<file path="src/rtl/raster_pkg.sv">
package raster_pkg;

  localparam int HI_W  = 8;
  localparam int CNT_W = HI_W + 1;

  typedef logic [CNT_W-1:0] cnt_t;

  // bit positions the edge decoders depend on
  localparam int B16  = 4;
  localparam int B32  = 5;
  localparam int B64  = 6;
  localparam int B128 = 7;
  localparam int BTOP = 8;

  // rising edge of the 16-weight bit between this word and the next
  function automatic logic rise16(cnt_t cur, cnt_t nxt);
    return !cur[B16] && nxt[B16];
  endfunction

  // the top bit only drops at the reload
  function automatic logic h_reloaded(cnt_t cur, cnt_t nxt);
    return cur[BTOP] && !nxt[BTOP];
  endfunction

  function automatic logic h_blank_close(cnt_t cur, cnt_t nxt);
    return nxt[BTOP] || (rise16(cur, nxt) && nxt[B32] && nxt[B64]);
  endfunction

  function automatic logic h_sync_close(cnt_t cur, cnt_t nxt);
    return rise16(cur, nxt) && nxt[B64];
  endfunction

  function automatic logic v_blank_open(cnt_t cur, cnt_t nxt);
    return rise16(cur, nxt) && nxt[B32] && nxt[B64] && nxt[B128];
  endfunction

  function automatic logic v_blank_close(cnt_t cur, cnt_t nxt);
    return rise16(cur, nxt) && !nxt[B32] && !nxt[B64] && !nxt[B128] && nxt[BTOP];
  endfunction

endpackage

</file>
<file path="src/rtl/raster_count.sv">
// Pixel/line-rate bit toggles on every step; upper bits advance when it was
// high, and reload LOAD_HI once they reach all ones.
module raster_count #(
  parameter int                HI_W    = 8,
  parameter logic [HI_W-1:0]   LOAD_HI = '0
) (
  input  logic            clk,
  input  logic            rst,
  input  logic            step,
  output logic [HI_W:0]   cnt,
  output logic [HI_W:0]   nxt
);

  localparam logic [HI_W-1:0] HI_LAST = '1;

  logic            lo_q, lo_d;
  logic [HI_W-1:0] hi_q, hi_d;

  always_comb begin
    lo_d = lo_q;
    hi_d = hi_q;
    if (step) begin
      lo_d = ~lo_q;
      if (hi_q == HI_LAST) begin
        hi_d = LOAD_HI;
      end else if (lo_q) begin
        hi_d = hi_q + 1'b1;
      end
    end
  end

  always_ff @(posedge clk) begin
    if (rst) begin
      lo_q <= 1'b1;
      hi_q <= LOAD_HI;
    end else begin
      lo_q <= lo_d;
      hi_q <= hi_d;
    end
  end

  assign cnt = {hi_q, lo_q};
  assign nxt = {hi_d, lo_d};

endmodule

</file>
<file path="src/rtl/raster_hdecode.sv">
module raster_hdecode
  import raster_pkg::*;
(
  input  logic clk,
  input  logic rst,
  input  cnt_t cur,
  input  cnt_t nxt,
  output logic hblank,
  output logic hsync_n,
  output logic sync_fall
);

  logic blank_arm_q, blank_arm_d;
  logic sync_arm_q,  sync_arm_d;
  logic blank_d, sync_n_d;
  logic edge16;

  assign edge16 = rise16(cur, nxt);

  always_comb begin
    blank_arm_d = blank_arm_q;
    if (edge16)              blank_arm_d = 1'b0;
    if (h_reloaded(cur, nxt)) blank_arm_d = 1'b1;

    blank_d = hblank;
    if (h_blank_close(cur, nxt))        blank_d = 1'b0;
    else if (edge16 && blank_arm_q)     blank_d = 1'b1;

    sync_arm_d = sync_arm_q;
    if (edge16 && sync_arm_q) sync_arm_d = 1'b0;
    if (!hblank && blank_d)   sync_arm_d = 1'b1;

    sync_n_d = hsync_n;
    if (!blank_d)                       sync_n_d = 1'b1;
    else if (h_sync_close(cur, nxt))    sync_n_d = 1'b1;
    else if (edge16 && sync_arm_q)      sync_n_d = 1'b0;
  end

  assign sync_fall = hsync_n && !sync_n_d;

  always_ff @(posedge clk) begin
    if (rst) begin
      hblank      <= 1'b0;
      hsync_n     <= 1'b1;
      blank_arm_q <= 1'b1;
      sync_arm_q  <= 1'b0;
    end else begin
      hblank      <= blank_d;
      hsync_n     <= sync_n_d;
      blank_arm_q <= blank_arm_d;
      sync_arm_q  <= sync_arm_d;
    end
  end

endmodule

</file>
<file path="src/rtl/raster_vdecode.sv">
module raster_vdecode
  import raster_pkg::*;
(
  input  logic clk,
  input  logic rst,
  input  cnt_t cur,
  input  cnt_t nxt,
  output logic vblank
);

  logic blank_d;

  always_comb begin
    blank_d = vblank;
    if (v_blank_open(cur, nxt))       blank_d = 1'b1;
    else if (v_blank_close(cur, nxt)) blank_d = 1'b0;
  end

  always_ff @(posedge clk) begin
    if (rst) vblank <= 1'b1;
    else     vblank <= blank_d;
  end

endmodule

</file>
<file path="src/rtl/raster_timing_gen.sv">
module raster_timing_gen
  import raster_pkg::*;
#(
  parameter logic [HI_W-1:0] H_LOAD_HI = 8'h40,
  parameter logic [HI_W-1:0] V_LOAD_HI = 8'h7C
) (
  input  logic             clk,
  input  logic             rst,
  output logic [CNT_W-1:0] h_bits,
  output logic [CNT_W-1:0] v_bits,
  output logic             hblank,
  output logic             hsync_n,
  output logic             vblank,
  output logic             vsync_n
);

  cnt_t h_nxt, v_nxt;
  logic v_step;

  raster_count #(.HI_W(HI_W), .LOAD_HI(H_LOAD_HI)) u_hcnt (
    .clk (clk), .rst (rst), .step (1'b1),
    .cnt (h_bits), .nxt (h_nxt)
  );

  raster_hdecode u_hdec (
    .clk (clk), .rst (rst), .cur (h_bits), .nxt (h_nxt),
    .hblank (hblank), .hsync_n (hsync_n), .sync_fall (v_step)
  );

  raster_count #(.HI_W(HI_W), .LOAD_HI(V_LOAD_HI)) u_vcnt (
    .clk (clk), .rst (rst), .step (v_step),
    .cnt (v_bits), .nxt (v_nxt)
  );

  raster_vdecode u_vdec (
    .clk (clk), .rst (rst), .cur (v_bits), .nxt (v_nxt),
    .vblank (vblank)
  );

  assign vsync_n = v_bits[BTOP];

endmodule

</file>
<file path="config.mk">
export PLATFORM = sky130hd
export DESIGN_NAME = raster_timing_gen
export DESIGN_NICKNAME = d
export VERILOG_FILES = /design/src/rtl/raster_pkg.sv /design/src/rtl/raster_count.sv /design/src/rtl/raster_hdecode.sv /design/src/rtl/raster_vdecode.sv /design/src/rtl/raster_timing_gen.sv
export SDC_FILE = /design/constraint.sdc
export NUM_CORES = 1
export LEC_CHECK = 0
export BUFFER_PORTS_ARGS = -buffer_cell sky130_fd_sc_hd__buf_2
export CORE_MARGIN = 3
export CORE_UTILIZATION = 30
export DETAILED_ROUTE_END_ITERATION = 12
export PLACE_DENSITY = 0.51
export SKIP_LAST_GASP = 1
export SYNTH_ARGS = -nofsm -noshare
export SYNTH_HDL_FRONTEND = slang
export SYNTH_HIERARCHICAL = 1
export SYNTH_SLANG_ARGS = --single-unit
</file>
<file path="constraint.sdc">
create_clock -name clk -period 6.8 [get_ports clk]
set_input_delay 0.68 -clock clk [delete_from_list [all_inputs] [get_ports clk]]
set_output_delay 0.68 -clock clk [all_outputs]
set_load 0.02 [all_outputs]
</file>
==> results of run 1 <==
-- area by class of cell --
| type | instances | area share |
|---|---|---|
| inverters | 6 | 0.01549 |
| multi-input cells | 113 | 0.5164 |
| well taps | 48 | 0.04131 |
| clock buffers | 4 | 0.03098 |
| flip-flops and latches | 23 | 0.3167 |
| repair buffers | 23 | 0.07917 |
-- worst paths after layout --
| kind | start | slack [ps] | endpoint | cells past startpoint |
|---|---|---|---|---|
| hold / removal | u_vdec/vblank$_SDFFE_PP1P_ | 490 | u_vdec/vblank$_SDFFE_PP1P_ | 1 |
| setup / recovery | u_hcnt/lo_q$_SDFF_PP1_ | 2910 | u_vdec/vblank$_SDFFE_PP1P_ | 12 |
| setup reg to reg | u_hcnt/lo_q$_SDFF_PP1_ | 2910 | u_vdec/vblank$_SDFFE_PP1P_ | 12 |
| hold reg to reg | u_vdec/vblank$_SDFFE_PP1P_ | 490 | u_vdec/vblank$_SDFFE_PP1P_ | 1 |
-- flip-flops by register name, indices dropped and copies added, names as in the netlist --
register            flops
u_hdec/sync_arm_q       1
u_hdec/hblank           1
u_hcnt/hi_q             8
u_vcnt/hi_q             8
u_hdec/blank_arm_q      1
u_vdec/vblank           1
u_hcnt/lo_q             1
u_hdec/hsync_n          1
u_vcnt/lo_q             1
-- per-layer routing --
| layer | part of all wire | up-vias | global-route usage |
|---|---|---|---|
| li1 | - | 573 | - |
| met1 | 0.52 | 517 | 0.1639 |
| met2 | 0.43 | 18 | 0.1663 |
| met3 | 0.042 | 2 | 0.02557 |
| met4 | 0.0059 | 0 | 0.03758 |
| met5 | 0 | - | 0 |
-- stage by stage --
stage                     worst slack [ps]  cells  cell area, um2
final                                 2906    217            1454
after global routing                  2545    217            1454
after CTS                             2956    217            1454
after detailed placement              2995    213            1409
after global placement                3114    213            1409
after floorplan                       3340    149            1275
-- power groups by stage --
stage | clock network (mW) | registers (mW) | logic [mW]
after floorplan | 0 | 0.144 | 0.0108
after global placement | 0 | 0.143 | 0.0144
after detailed placement | 0 | 0.144 | 0.0147
after CTS | 0.0892 | 0.140 | 0.0147
after global routing | 0.0924 | 0.141 | 0.0161
final | 0.0863 | 0.140 | 0.0146
==> impl_results.rst, run 1 <==
.. list-table::
   :header-rows: 1

   * - Metric
     - Value
   * - Crit path largest cell delay
     - 520 ps
   * - Crit path kind
     - flop to flop
   * - Number of buffers inserted by post-CTS setup repair
     - 0
   * - Count of inserted antenna diode cells
     - 0
   * - Starting density of the core
     - 0.3273
   * - Global-route wire length before repair
     - 4616 um
   * - Via count of the first global-routing pass
     - 984
   * - Number of placement rows
     - 22
   * - Maxcap violations
     - 0
   * - Clock-pin slew of the registers on the worst-case setup and hold paths
     - 90 ps
   * - Final Skew
     - 7.273 ps
   * - Number of fillers in the final layout
     - 399
   * - Final global-route overflow total
     - 0
   * - Most frequent cells in the layout
     - sky130_fd_sc_hd__buf_2, sky130_fd_sc_hd__dfxtp_1, sky130_fd_sc_hd__nand2_1, sky130_fd_sc_hd__nand3_1, sky130_fd_sc_hd__nor2_1
   * - Final total negative setup slack
     - 0 ps
   * - Critical path's slowest cell
     - sky130_fd_sc_hd__dfxtp_1
   * - Die W
     - 70.61 um
   * - Antenna-violating nets left
     - 0
   * - Required time at the endpoint of the critical path
     - 6950 ps
   * - Final Max Tran Viols
     - 0
   * - Clock buffer depth
     - 2
   * - WL final
     - 2868 um
   * - Design internal power
     - 0.1839 mW
   * - Number of standard cells after synthesis
     - 143
   * - Avg Synthesized Cell Area
     - 8.758 um2
   * - Chain of cells forming the critical path
     - nand4_2 > or3_4 > a21oi_1 > nor2b_1 > a21oi_1 > nor2_1 > nand2_1 > nor3_1 > mux2_2 > nor4b_2 > nand3b_1 > a221o_1
   * - Layout cell share with drive strength beyond 1
     - 0.2367
   * - Sinks on Clock Net
     - 23
   * - Class of the tightest hold or removal check
     - flop to flop
   * - Clock network fraction of total power
     - 0.358
   * - Clock tree from TritonCTS
     - done
   * - Critical Path Most Common Cell
     - sky130_fd_sc_hd__a21oi_1
   * - Data arrival, critical path
     - 4050 ps
   * - Core utilization of the finished layout
     - 0.3800
   * - Worst supply voltage drop on vdd
     - 75.75 uV
   * - Number of hold violations in the final report
     - 0
   * - Area of the core region
     - 0.003826 mm2
   * - Final critical-path share of the clock period
     - 0.5726
   * - Hold_buf cts
     - 0
   * - Detail-routed net length per standard cell
     - 13.22 um
   * - Number of nets in the final layout
     - 174
   * - Vertical die dimension
     - 70.61 um
   * - Result of the run
     - finished clean
   * - Overall via count from detail_route
     - 1110
   * - Total setup violations reported at the end of the flow
     - 0
   * - Later-pin clock latency in the skew report
     - 260 ps
   * - Final estimated routing congestion in global placement
     - 0.8019
   * - Layout Area Growth over Synthesis
     - 16.08%
   * - Highest net fanout along the worst path
     - 9
   * - Post-detail-place hpwl
     - 2084 um
   * - Max Freq
     - 256.8 MHz
   * - Switching power as a share of total power
     - 0.2374
   * - Master cell of the clock root buffer
     - sky130_fd_sc_hd__clkbuf_8
   * - Pwr Total
     - 0.2412 mW
   * - Number of top-level pins
     - 24
   * - Power per cell area
     - 165.9 mW/mm2
   * - DRC viols
     - 0
   * - Largest net degree at the start of global routing
     - 22
   * - Unrepaired setup endpoints after global routing
     - no
   * - Buffers plus inverters on the worst setup path
     - 0
   * - Leakage power
     - 0.6624 nW
   * - Footprint of the multi-input gates
     - 750.7 um2
   * - Area of the die
     - 0.004986 mm2
   * - Time the final worst path needs with I/O delays and setup
     - 3894 ps
   * - Worst hold margin
     - 492.8 ps
   * - Logic pwr share
     - 0.060
   * - Vias per cell
     - 5.115
   * - Overall Global Routing Usage
     - 0.1132
   * - Sort of element at the start of the critical path
     - flop
   * - Drt initial violations
     - 50
   * - Setup crit end kind
     - flop
   * - Seq pwr share
     - 0.582
   * - Buffers on Ports
     - 23
   * - Switching component of the power
     - 0.05725 mW
   * - Cts repair resizes
     - 0
   * - Number of buffers added by the clock tree synthesis step
     - 3
   * - Top delay family on crit path
     - simple AND/OR/NAND/NOR gates
   * - Synthesized area
     - 0.001252 mm2
   * - Drt pass-1 iters
     - 4
   * - CTS H-Tree Depth
     - 1
   * - Initial antenna violation count
     - 0
   * - Sequential Area
     - 460.4 um2
   * - Yosys synthesis warning count
     - 6
(Power assumes the default switching activity.)
==> inputs of run 2 (changes only) <==
ABC_AREA = 1   (was default)
clock period = 4 ns   (was 6.8 ns; I/O delays follow)
==> impl_results.rst, run 2 <==
.. list-table::
   :header-rows: 1

   * - Metric
     - Value
   * - Clock buffer depth
     - 2 (unchanged)
   * - Worst supply voltage drop on vdd
     - 164.1 uV (+120%)
   * - Chain of cells forming the critical path
     - ha_1 > nand3_2 > nor2_2 > nand2_2 > nand2_2 > nor2_1 > nand3_1 > nand2_1 > nand3_1 > nor2_1 > nand2_4 > nor2_4 > nand2_1 > nand2_1 > nand3_2 > inv_1 > inv_1 > nor2_1 > nand3_1 > nand2_1 > nand2_1
   * - Global-route wire length before repair
     - 4574 um (-0.91%)
   * - CTS H-Tree Depth
     - 1 (unchanged)
   * - Critical path's slowest cell
     - sky130_fd_sc_hd__dfxtp_1
   * - Number of placement rows
     - 23 (+4.5%)
   * - Time the final worst path needs with I/O delays and setup
     - 2751 ps (-1143 ps)
   * - Avg Synthesized Cell Area
     - 7.112 um2 (-19%)
   * - Most frequent cells in the layout
     - sky130_fd_sc_hd__nand2_1, sky130_fd_sc_hd__inv_1, sky130_fd_sc_hd__buf_2, sky130_fd_sc_hd__nand3_1, sky130_fd_sc_hd__dfxtp_1
   * - Top delay family on crit path
     - simple AND/OR/NAND/NOR gates
   * - Clock-pin slew of the registers on the worst-case setup and hold paths
     - 80 ps (about the same)
   * - Registers with the most flip-flops
     - u_hcnt/hi_q x8, u_vcnt/hi_q x8
   * - Post-placement worst setup slack
     - 1244 ps (-1752 ps)
   * - Master cell of the clock root buffer
     - sky130_fd_sc_hd__clkbuf_8
   * - Initial antenna violation count
     - 0 (unchanged)
   * - Number of top-level pins
     - 24 (unchanged)
   * - Number of buffers added by the clock tree synthesis step
     - 3 (unchanged)
   * - Final global-route overflow total
     - 0 (unchanged)
   * - Antenna-violating nets left
     - 0 (unchanged)
   * - Setup crit end kind
     - flop
   * - Maxcap violations
     - 0 (unchanged)
   * - Final estimated routing congestion in global placement
     - 0.7682 (-4.2%)
   * - Area of the core region
     - 0.004144 mm2 (+8.3%)
   * - Synthesized area
     - 0.001330 mm2 (+6.2%)
   * - Crit path kind
     - flop to flop
   * - Finished layout cell area
     - 0.001524 mm2 (+4.8%)
   * - Count of inserted antenna diode cells
     - 0 (unchanged)
   * - Vias per cell
     - 4.517 (-12%)
   * - Final critical-path share of the clock period
     - 0.6878 (+0.1152)
   * - Result of the run
     - finished clean
   * - Highest net fanout along the worst path
     - 6 (-3)
   * - Detail-routed net length per standard cell
     - 10.28 um (-22%)
   * - Area of the die
     - 0.005269 mm2 (+5.7%)
   * - Power per cell area
     - 264.0 mW/mm2 (+59%)
   * - Drt initial violations
     - 41 (-18%)
   * - Number of standard cells after synthesis
     - 187 (+31%)
   * - Met2 wire length
     - 1224 um (-1.6%)
   * - Sort of element at the start of the critical path
     - flop
   * - Vertical die dimension
     - 72.59 um (+2.8%)
   * - Buffers on Ports
     - 23 (unchanged)
   * - Sinks on Clock Net
     - 23 (unchanged)
   * - Drt pass-1 iters
     - 4 (unchanged)
   * - Critical Path Most Common Cell
     - sky130_fd_sc_hd__nand2_1
   * - Final Worst Setup Slack
     - 1249 ps (-1657 ps)
   * - Starting density of the core
     - 0.3210 (-0.006384)
   * - Layout Area Growth over Synthesis
     - 14.58%
   * - Layout Cells excl Fill
     - 261 (+20%)
   * - Final Skew
     - 4.153 ps (-3.120 ps)
   * - Buffers plus inverters on the worst setup path
     - 2 (+2)
   * - Largest net degree at the start of global routing
     - 17 (-23%)
   * - Routed length on met3
     - 148 um (+23%)
   * - Top metal layer carrying routed signals
     - met4
   * - Clock tree from TritonCTS
     - done
   * - Total setup violations reported at the end of the flow
     - 0 (unchanged)
   * - Layout cell share with drive strength beyond 1
     - 0.2512 (+0.01450)
   * - Leakage power
     - 0.7691 nW (+16%)
   * - Post-detail-place hpwl
     - 2017 um (-3.2%)
   * - Cts repair resizes
     - 0 (unchanged)
   * - Number of nets in the final layout
     - 216 (+24%)
   * - Via count of the first global-routing pass
     - 1027 (+4.4%)
   * - Number of fillers in the final layout
     - 463 (+16%)
   * - Data arrival, critical path
     - 2920 ps (-1130 ps)
   * - Final Max Tran Viols
     - 0 (unchanged)
   * - Yosys synthesis warning count
     - 6 (unchanged)
   * - Later-pin clock latency in the skew report
     - 260 ps (about the same)
   * - DRC viols
     - 0 (unchanged)
   * - Hold_buf cts
     - 0 (unchanged)
   * - WL final
     - 2683 um (-6.5%)
   * - Worst hold margin
     - 451.0 ps (-41.83 ps)
   * - Most common cell after layout, fill and taps aside
     - sky130_fd_sc_hd__nand2_1
   * - Overall Global Routing Usage
     - 0.1075 (-0.005751)
   * - Dpl cell area
     - 0.001478 mm2 (+4.9%)
   * - Number of hold violations in the final report
     - 0 (unchanged)
   * - Die W
     - 72.59 um (+2.8%)
   * - Crit path largest cell delay
     - 350 ps (-170 ps)
   * - Overall via count from detail_route
     - 1179 (+6.2%)
   * - Metal-1 WL
     - 1287 um (-13%)
   * - Class of the tightest hold or removal check
     - flop to flop
   * - Number of buffers inserted by post-CTS setup repair
     - 0 (unchanged)
   * - Required time at the endpoint of the critical path
     - 4170 ps (-2780 ps)
   * - Placed instance count
     - 257 (+21%)
   * - Unrepaired setup endpoints after global routing
     - no
   * - Final total negative setup slack
     - 0 ps (unchanged)
   * - Max Freq
     - 363.5 MHz (+42%)
-- run 2: cell count changes in the layout (fill, tap and decap cells not counted), moves of 4 or more --
cell	previous run	this run
sky130_fd_sc_hd__nand3_1	10	23
sky130_fd_sc_hd__conb_1	7	3
sky130_fd_sc_hd__inv_1	6	27
sky130_fd_sc_hd__nand2_1	10	38
sky130_fd_sc_hd__nor2_4	0	4
sky130_fd_sc_hd__and3_1	6	0
sky130_fd_sc_hd__a31oi_1	4	0
sky130_fd_sc_hd__nand2_2	0	5
sky130_fd_sc_hd__nand3_2	0	5
sky130_fd_sc_hd__nor2_1	8	21
sky130_fd_sc_hd__a21oi_1	6	1
-- run 2: layout make-up --
type / count / area (um2) / area share
flip-flops and latches: 23 / 460.4 / 0.3021
repair buffers: 23 / 115.1 / 0.07553
well taps: 50 / 62.56 / 0.04105
clock inverters: 1 / 5.005 / 0.003284
multi-input cells: 131 / 726.9 / 0.4770
inverters: 30 / 112.6 / 0.07389
clock buffers: 3 / 41.29 / 0.02709
-- run 2: stage by stage --
step | power [mW] | utilization
after floorplan | 0.2560 | -
after global placement | 0.2626 | 0.3566
after detailed placement | 0.2624 | 0.3566
after CTS | 0.4118 | 0.3678
after global routing | 0.4243 | 0.3678
final | 0.4023 | 0.3678
-- run 2: path summary, 6_finish.rpt --
check                                                 from                    endpoint  slack [ps]  cells after the start
worst max-delay path             u_hcnt/hi_q[0]$_SDFF_PP0_  u_vdec/vblank$_SDFFE_PP1P_        1250                     21
worst min-delay path            u_vdec/vblank$_SDFFE_PP1P_  u_vdec/vblank$_SDFFE_PP1P_         450                      2
worst max register to register   u_hcnt/hi_q[0]$_SDFF_PP0_  u_vdec/vblank$_SDFFE_PP1P_        1250                     21
worst min register to register  u_vdec/vblank$_SDFFE_PP1P_  u_vdec/vblank$_SDFFE_PP1P_         450                      2
-- run 2: power by group --
part / internal [mW] / switching, mW / total [mW]
clock: 0.0695 / 0.0759 / 0.145
sequential: 0.231 / 0.00308 / 0.234
combinational: 0.00651 / 0.0160 / 0.0225
-- run 2: worst register-to-register path, stage by stage (launching register included) --
cell	delay, ps
sky130_fd_sc_hd__dfxtp_1	350
sky130_fd_sc_hd__ha_1	240
sky130_fd_sc_hd__nand3_2	80
sky130_fd_sc_hd__nor2_2	40
sky130_fd_sc_hd__nand2_2	120
sky130_fd_sc_hd__nand2_2	80
sky130_fd_sc_hd__nor2_1	280
sky130_fd_sc_hd__nand3_1	120
sky130_fd_sc_hd__nand2_1	100
sky130_fd_sc_hd__nand3_1	70
sky130_fd_sc_hd__nor2_1	300
sky130_fd_sc_hd__nand2_4	130
sky130_fd_sc_hd__nor2_4	170
sky130_fd_sc_hd__nand2_1	60
sky130_fd_sc_hd__nand2_1	70
sky130_fd_sc_hd__nand3_2	80
sky130_fd_sc_hd__inv_1	70
sky130_fd_sc_hd__inv_1	40
sky130_fd_sc_hd__nor2_1	80
sky130_fd_sc_hd__nand3_1	90
sky130_fd_sc_hd__nand2_1	60
sky130_fd_sc_hd__nand2_1	40
-- run 2: per-layer routing --
metal  vias up  global-route usage
li1        629                   -
met1       519              0.1449
met2        29              0.1683
met3         2             0.02893
met4         0             0.03074
met5         -                   0
